--- config.mk ---
export PLATFORM = sky130hd
export DESIGN_NAME = nvm_tick_divider
export DESIGN_NICKNAME = d
export VERILOG_FILES = /design/src/rtl/nvmdiv_pkg.sv /design/src/rtl/nvmdiv_cfg_reg.sv /design/src/rtl/nvmdiv_prescaler.sv /design/src/rtl/nvmdiv_divider.sv /design/src/rtl/nvm_tick_divider.sv
export SDC_FILE = /design/constraint.sdc
export NUM_CORES = 1
export LEC_CHECK = 0
export ABC_AREA = 1
export CAP_MARGIN = 10
export CORE_ASPECT_RATIO = 1.25
export CORE_UTILIZATION = 35
export CTS_BUF_LIST = sky130_fd_sc_hd__clkbuf_4 sky130_fd_sc_hd__clkbuf_8
export DETAILED_ROUTE_END_ITERATION = 10
export HOLD_SLACK_MARGIN = 0.05
export SYNTH_ARGS = -nofsm -noshare
export SYNTH_HDL_FRONTEND = slang
export SYNTH_SLANG_ARGS = --single-unit
--- constraint.sdc ---
create_clock -name clk -period 1.8 [get_ports clk]
set_clock_uncertainty 0.1 [all_clocks]
set_input_delay 0.36 -clock clk [delete_from_list [all_inputs] [get_ports clk]]
set_output_delay 0.36 -clock clk [all_outputs]
set_load 0.05 [all_outputs]
--- src/rtl/nvmdiv_pkg.sv ---
package nvmdiv_pkg;

    // Lock state of the configuration register
    typedef enum logic {
        CFG_BLANK  = 1'b0,
        CFG_LOCKED = 1'b1
    } cfg_state_e;

endpackage

--- src/rtl/nvmdiv_cfg_reg.sv ---
module nvmdiv_cfg_reg
    import nvmdiv_pkg::*;
#(
    parameter  int DIV_W  = 6,
    localparam int CFG_W  = DIV_W + 1,
    localparam int DATA_W = DIV_W + 2
) (
    input  logic              clk,
    input  logic              rst_n,
    input  logic              sel,
    input  logic              wr,
    input  logic [DATA_W-1:0] wdata,
    output logic [DATA_W-1:0] rdata,
    output logic [CFG_W-1:0]  cfg_bits,
    output logic              loaded,
    output logic              load_pulse
);

    cfg_state_e state_q, state_d;
    logic       accept;
    logic       unused_wr_flag;

    assign accept         = sel & wr;
    assign unused_wr_flag = wdata[DATA_W-1];

    // State register
    always_ff @(posedge clk) begin
        if (!rst_n) begin
            state_q <= CFG_BLANK;
        end else begin
            state_q <= state_d;
        end
    end

    // Next state
    always_comb begin
        state_d = state_q;
        unique case (state_q)
            CFG_BLANK:  if (accept) state_d = CFG_LOCKED;   // BLANK_TO_LOCKED
            CFG_LOCKED: state_d = CFG_LOCKED;               // LOCKED_HOLD
            default:    state_d = CFG_BLANK;
        endcase
    end

    // Outputs decoded from state
    always_comb begin
        loaded     = 1'b0;
        load_pulse = 1'b0;
        unique case (state_q)
            CFG_BLANK: begin
                loaded     = 1'b0;
                load_pulse = accept;
            end
            CFG_LOCKED: begin
                loaded     = 1'b1;
                load_pulse = 1'b0;
            end
            default: begin
                loaded     = 1'b0;
                load_pulse = 1'b0;
            end
        endcase
    end

    // Stored prescale select and divisor, captured only once
    always_ff @(posedge clk) begin
        if (!rst_n) begin
            cfg_bits <= '0;
        end else if (load_pulse) begin
            cfg_bits <= wdata[CFG_W-1:0];
        end
    end

    assign rdata = sel ? {loaded, cfg_bits} : '0;

endmodule

--- src/rtl/nvmdiv_prescaler.sv ---
module nvmdiv_prescaler #(
    parameter  int PRE_RATIO = 8,
    localparam int PRE_W     = $clog2(PRE_RATIO)
) (
    input  logic clk,
    input  logic rst_n,
    input  logic clear,
    input  logic run,
    input  logic use_pre,
    output logic stage_hit
);

    generate
        if (PRE_W == 0) begin : g_no_pre
            assign stage_hit = run;
        end else begin : g_pre
            localparam logic [PRE_W-1:0] LAST = PRE_W'(PRE_RATIO - 1);
            logic [PRE_W-1:0] pre_cnt;

            always_ff @(posedge clk) begin
                if (!rst_n || clear) begin
                    pre_cnt <= '0;
                end else if (run && use_pre) begin
                    pre_cnt <= (pre_cnt == LAST) ? '0 : pre_cnt + 1'b1;
                end
            end

            assign stage_hit = run && (!use_pre || (pre_cnt == LAST));
        end
    endgenerate

endmodule

--- src/rtl/nvmdiv_divider.sv ---
module nvmdiv_divider #(
    parameter int DIV_W = 6
) (
    input  logic             clk,
    input  logic             rst_n,
    input  logic             clear,
    input  logic             run,
    input  logic             advance,
    input  logic [DIV_W-1:0] limit,
    output logic             tick
);

    logic [DIV_W-1:0] div_cnt;
    logic             at_limit;

    assign at_limit = (div_cnt == limit);

    always_ff @(posedge clk) begin
        if (!rst_n || clear) begin
            div_cnt <= '0;
        end else if (run && advance) begin
            div_cnt <= at_limit ? '0 : div_cnt + 1'b1;
        end
    end

    assign tick = run && advance && at_limit;

endmodule

--- src/rtl/nvm_tick_divider.sv ---
module nvm_tick_divider #(
    parameter  int DIV_W     = 6,
    parameter  int PRE_RATIO = 8,
    localparam int CFG_W     = DIV_W + 1,
    localparam int DATA_W    = DIV_W + 2
) (
    input  logic              clk,
    input  logic              rst_n,
    input  logic              reg_sel,
    input  logic              reg_wr,
    input  logic [DATA_W-1:0] reg_wdata,
    output logic [DATA_W-1:0] reg_rdata,
    output logic              pe_enable,
    output logic              nvm_tick
);

    logic [CFG_W-1:0] cfg_bits;
    logic             loaded;
    logic             load_pulse;
    logic             stage_hit;

    nvmdiv_cfg_reg #(.DIV_W(DIV_W)) u_cfg (
        .clk        (clk),
        .rst_n      (rst_n),
        .sel        (reg_sel),
        .wr         (reg_wr),
        .wdata      (reg_wdata),
        .rdata      (reg_rdata),
        .cfg_bits   (cfg_bits),
        .loaded     (loaded),
        .load_pulse (load_pulse)
    );

    nvmdiv_prescaler #(.PRE_RATIO(PRE_RATIO)) u_pre (
        .clk       (clk),
        .rst_n     (rst_n),
        .clear     (load_pulse),
        .run       (loaded),
        .use_pre   (cfg_bits[DIV_W]),
        .stage_hit (stage_hit)
    );

    nvmdiv_divider #(.DIV_W(DIV_W)) u_div (
        .clk     (clk),
        .rst_n   (rst_n),
        .clear   (load_pulse),
        .run     (loaded),
        .advance (stage_hit),
        .limit   (cfg_bits[DIV_W-1:0]),
        .tick    (nvm_tick)
    );

    assign pe_enable = loaded;

endmodule

==> run_results.csv, run 1 <==
group,metric,value,unit
detailed_routing,vias,891,
floorplan,die_w,47.9,um
timing,hold_viol_final,0,
finish,layout_common_cells,"45 x nand2_1, 26 x inv_1, 14 x dfxtp_1, 11 x nor2_1",
floorplan,design.core.area,2450,um^2
place,place_ws,-0.00630,ns
clocking,htree_levels,1,
detailed_routing,ant_nets,0,
yosys,syn_nets,156,
yosys,synth_area_leader_cell,"dfxtp_1",
pwr,p_per_area,616,nW/um^2
timing,relSlewSlack,85.5,%
grt,grt_pass1_wl,3150,um
yosys,ys_warn_count,0,
timing,fmax,505,MHz
pwr,p_int,0.594,mW
detailed_routing,vias_per_cell,4.37,
floorplan,pin_count,22,
setup_path,cp_max_fo,2,
pwr,p_switching,0.250,mW
setup_path,cp-start-kind,"flip-flop",
run_status,run_status,"finished with violations",
run,drv_cap,0,
clocking,path_clk_slew,0.09,ns
clocking,cts_buffers,3,
yosys,yosysSeqAreaShare,36.9,%
yosys,avgSynthCellArea,6.54,um^2
floorplan,start_util,37.6,%
finish,final_common_cell,"nand2_1",
floorplan,num_rows,20,
clocking,insertion_delay,0.30,ns
timing,rsz0062_at_grt,"true",
clocking,postCtsHoldBufs,0,
detailed_routing,avgRoutedWirePerCell,9.86,um
pwr,seqPwrFrac,48.5,%
pwr,switching_share,29.6,%
detailed_routing,drt_iter0_markers,11,
setup_path,cp.arrival,1.52,ns
yosys,synth_top_area_share,36.9,%
clocking,max-clock-path-buffers,2,
finish,fillers,259,
pwr,leakage,0.639,nW
grt,grt_max_degree,13,
yosys,yosysUniqueCellTypes,20,
timing,worst_slew_pin_slew,0.217,ns
finish,final_util,55.8,%
grt,grt_pass1_vias,794,
floorplan,die_area,2850,um^2
finish,diodes,0,
finish,area_growth,48.4,%
timing,fin_crit_sh,110,%
timing,setup_violations,1,
setup_path,end_kind,"output pin",
place,hpwlAfterDp,1610,um
setup_path,timing_worst_setup_path_type,"reg -> out",
timing,finalHoldWorstSlack,0.387,ns
floorplan,fp.dieH,59.4,um
grt,antenna_found_initial,0,
detailed_routing,routed_wl,2010,um
detailed_routing,drc,0,
run_status,violations,"negative setup slack",
clocking,cts_sinks,17,
timing,fin_tns_setup,-0.181,ns
place,io_buffer_count,20,
clocking,cts_tree,"yes",
pwr,p_clk_share,26.3,%
pwr,pwr-share-comb,25.2,%
finish,fin_nets,187,
grt,grtUsageTotal,15.9,%
yosys,synth_area_leaders,"dfxtp_1 37%, nand2_1 18%, inv_1 11%",
timing,min_period,1.98,ns
yosys,synth_area,922,um^2
place,gp_congestion,0.853,
timing,setup_ws,-0.181,ns
setup_path,critical_path_required,1.34,ns
min_path,hp-class,"reg -> reg",
timing,drv_slew,0,
detailed_routing,drtPass1Iterations,4,
yosys,ys_ff_latch,17,
pwr,ir_worst_vdd,0.376,mV
yosys,syn-instance-count,141,
clocking,cts-root-buf,"clkbuf_4",
finish,final_layout_size_suffix_gt1_share,22.2,%
grt,grt_overflow_total,0,
-- cells by family after synthesis --
group	count (synthesis)	synth area share, %
AND/OR/NAND/NOR	66	30.5
XOR/XNOR	2	1.90
AO/OA/AOI/OAI	21	12.6
buffers and inverters	32	14.0
adder cells (fa/ha/maj)	3	4.07
flip-flops	17	36.9
-- final timing paths --
kind	cells after the start	end	slack (ns)	startpoint
setup / recovery	7	nvm_tick	-0.18	u_pre.g_pre.pre_cnt[1]
hold / removal	2	u_cfg.cfg_bits[3]	0.39	u_cfg.cfg_bits[3]
setup reg to reg	10	u_div.div_cnt[3]	0.25	u_pre.g_pre.pre_cnt[1]
hold reg to reg	2	u_cfg.cfg_bits[3]	0.39	u_cfg.cfg_bits[3]
-- sequential cells by signal, indices dropped and copies added (netlist names) --
signal,cells
u_div.div_cnt,6
u_cfg.state_q,1
u_pre.g_pre.pre_cnt,3
u_cfg.cfg_bits,7
-- per-layer routing --
metal  global-route usage, %  vias to the layer above  wire (um)
met3                    2.74                        4         48
li1                        -                      481          -
met5                       0                        -          0
met4                    8.33                        0         42
met1                    18.5                      390        854
met2                    26.6                       16       1070
-- power groups by stage --
stage	clock network [mW]	logic, mW	registers, mW
final	0.222	0.213	0.409
after global routing	0.244	0.231	0.412
after CTS	0.225	0.212	0.409
after detailed placement	0	0.208	0.418
after global placement	0	0.206	0.417
after floorplan	0	0.111	0.419
-- cells in the mapped netlist --
master / instances
buf_6: 1
inv_1: 27
o21ai_0: 9
nor2_1: 11
o21ai_1: 1
nand2_2: 1
buf_2: 1
ha_1: 3
nor3_1: 1
nand2_4: 1
nand3_1: 3
a21oi_1: 10
dfxtp_1: 17
nand2_1: 45
a21oi_4: 1
inv_2: 3
nor2_4: 1
xor2_1: 2
nor2_2: 2
nand3_2: 1
-- per-stage QoR --
stage / cells / total power [mW] / area (um^2)
2_1_floorplan: 141 / 0.530 / 923
3_3_place_gp: 197 / 0.624 / 1290
3_5_place_dp: 197 / 0.626 / 1290
4_1_cts: 203 / 0.846 / 1360
5_1_grt: 204 / 0.887 / 1370
6_report: 204 / 0.844 / 1370
-- worst max-delay path: stages (launching register included) --
cell and delay [ns]:
dfxtp_2 0.36, ha_4 0.14, ha_4 0.14, inv_4 0.04
a21oi_4 0.14, nand3_2 0.12, nor2_4 0.15, buf_12 0.14
-- layout make-up --
| type | count | area (um^2) | area share [%] |
|---|---|---|---|
| Inverter | 30 | 115 | 8.41 |
| Clock buffer | 4 | 30.0 | 2.19 |
| Sequential cell | 17 | 344 | 25.1 |
| Timing Repair Buffer | 28 | 360 | 26.3 |
| Multi-Input combinational cell | 92 | 478 | 34.9 |
| Tap cell | 33 | 41.3 | 3.02 |
-- repair_timing --
item / in CTS / in global routing
cloned: 0 / 0
pin swaps: 3 / 4
endpoints found under the setup margin: 1 / 1
setup buffers: 2 / 1
gates resized for setup: 7 / 1
(Power assumes the default switching activity.)
==> run 2: changes to the inputs <==
GPL_TIMING_DRIVEN = 0   (was default)
==> run_results.csv, run 2 (synthesized netlist as in run 1, its figures left out) <==
group,metric,value,unit
run_status,run_status,"finished with violations",
run_status,violations,"negative setup slack",
detailed_routing,vias,904,
timing,hold_viol_final,0,
timing,min_period,1.96,ns
pwr,p_per_area,656,nW/um^2
floorplan,start_util,37.6,%
setup_path,end_kind,"output pin",
setup_path,timing_worst_setup_path_type,"reg -> out",
floorplan,fp.dieH,59.4,um
setup_path,slowest_delay,0.37,ns
finish,diodes,0,
clocking,cts_buffers,3,
setup_path,cp_max_fo,2,
detailed_routing,drc,0,
clocking,path_clk_slew,0.10,ns
timing,drv_slew,0,
detailed_routing,routed_wl,2060,um
finish,top_regs,"u_cfg.cfg_bits: 7 flops, u_div.div_cnt: 6 flops, u_pre.g_pre.pre_cnt: 3 flops",
clocking,insertion_delay,0.28,ns
clocking,max-clock-path-buffers,2,
clocking,htree_levels,1,
floorplan,design.core.area,2450,um^2
place,gp_congestion,0.827,
floorplan,pin_count,22,
timing,rsz0062_at_grt,"true",
setup_path,cpMaxStageDelayCell,"dfxtp_2",
finish,stdcell_count,201,
place,dp_cells,193,
setup_path,cp.arrival,1.50,ns
setup_path,critPathTopFamily,"flip-flops",
detailed_routing,ant_nets,0,
timing,fin_tns_setup,-0.158,ns
clocking,cts_tree,"yes",
floorplan,die_w,47.9,um
setup_path,crit_path_frequent_cell,"ha_4",
place,place_ws,-0.666,ns
grt,antenna_found_initial,0,
setup_path,cp-start-kind,"flip-flop",
run,drv_cap,0,
pwr,leakage,0.593,nW
floorplan,die_area,2850,um^2
timing,relSlewSlack,67.4,%
grt,grt_overflow_total,0,
detailed_routing,drtPass1Iterations,4,
finish,final_layout_size_suffix_gt1_share,19.6,%
timing,setup_ws,-0.158,ns
finish,largest_reg_flops,7,
place,hpwlAfterDp,1640,um
min_path,hp-class,"in -> reg",
floorplan,num_rows,20,
finish,layout_common_cells,"45 x nand2_1, 26 x inv_1, 14 x dfxtp_1, 11 x nor2_1, 10 x a21oi_1",
detailed_routing,vias_per_cell,4.50,
grt,grtUsageTotal,16.8,%
setup_path,crit_chain,"ha_4, ha_4, inv_2, a21oi_4, nand3_2, nor2_4, buf_8",
place,dpl_cell_area,1150,um^2
timing,fmax,511,MHz
timing,fin_crit_sh,109,%
finish,fin_nets,184,
timing,worst_slew_pin_slew,0.492,ns
finish,area_growth,32.4,%
pwr,ir_worst_vdd,0.301,mV
finish,final_area,1220,um^2
grt,grt_pass1_wl,3350,um
finish,final_common_cell,"nand2_1",
clocking,cts-root-buf,"clkbuf_4",
detailed_routing,avgRoutedWirePerCell,10.2,um
grt,grt_pass1_vias,805,
setup_path,critical_path_required,1.34,ns
timing,setup_violations,1,
timing,finalHoldWorstSlack,0.240,ns
place,io_buffer_count,19,
grt,grt_max_degree,11,
clocking,cts_sinks,17,
setup_path,crit_buf_inv,2,
finish,top_register,"u_cfg.cfg_bits",
clocking,postCtsHoldBufs,0,
detailed_routing,drt_iter0_markers,11,
==> run 2: metal layers <==
metal | GRT usage, % | vias to the layer above | wire length [um]
met2 | 28.6 | 12 | 1100
met5 | 0 | - | 0
met1 | 20.2 | 411 | 903
met3 | 3.66 | 2 | 45
met4 | 5.95 | 0 | 13
li1 | - | 479 | -
==> run 2: path summary, 6_finish.rpt <==
check	start	endpoint	slack (ns)	depth (start not counted)
max	u_pre.g_pre.pre_cnt[1]	nvm_tick	-0.16	7
min	reg_sel	u_cfg.state_q	0.24	3
max reg2reg	u_pre.g_pre.pre_cnt[1]	u_div.div_cnt[4]	0.21	10
min reg2reg	u_pre.g_pre.pre_cnt[1]	u_pre.g_pre.pre_cnt[1]	0.39	2
==> run 2: what timing repair did <==
action | 4_1_cts | 5_1_grt
resized for setup | 20 | 17
endpoints found under the setup margin | 10 | 7
pin swaps | 2 | 4
setup buffers | 3 | 1
==> run 2: final cells by class <==
cell class | instances | area, um^2
Clock buffer | 4 | 30.0
Timing Repair Buffer | 23 | 199
Tap cell | 33 | 41.3
Multi-Input combinational cell | 92 | 478
Sequential cell | 17 | 344
Buffer | 2 | 16.3
Fill cell | 275 | 1230
Inverter | 30 | 113
==> run 2: through the flow <==
step	power, mW	util (%)
2_1_floorplan	0.530	-
4_1_cts	0.818	49.0
6_report	0.802	49.8
3_3_place_gp	0.590	47.1
3_5_place_dp	0.592	47.1
5_1_grt	0.858	49.8
==> run 2: worst register-to-register path, cell delays in order (launching register included) <==
cell	delay, ns
dfxtp_2	0.37
ha_4	0.14
ha_4	0.13
inv_2	0.05
a21oi_4	0.14
buf_4	0.13
buf_4	0.10
nand3_1	0.09
o21ai_1	0.15
nand2_1	0.07
nor2_1	0.08
==> run 2: where the power goes <==
| group | leakage [nW] | internal [mW] | switching [mW] |
|---|---|---|---|
| Combinational | 0.434 | 0.0675 | 0.107 |
| Clock | 0.0184 | 0.101 | 0.117 |
| Sequential | 0.140 | 0.393 | 0.0163 |
| Total | 0.593 | 0.561 | 0.240 |
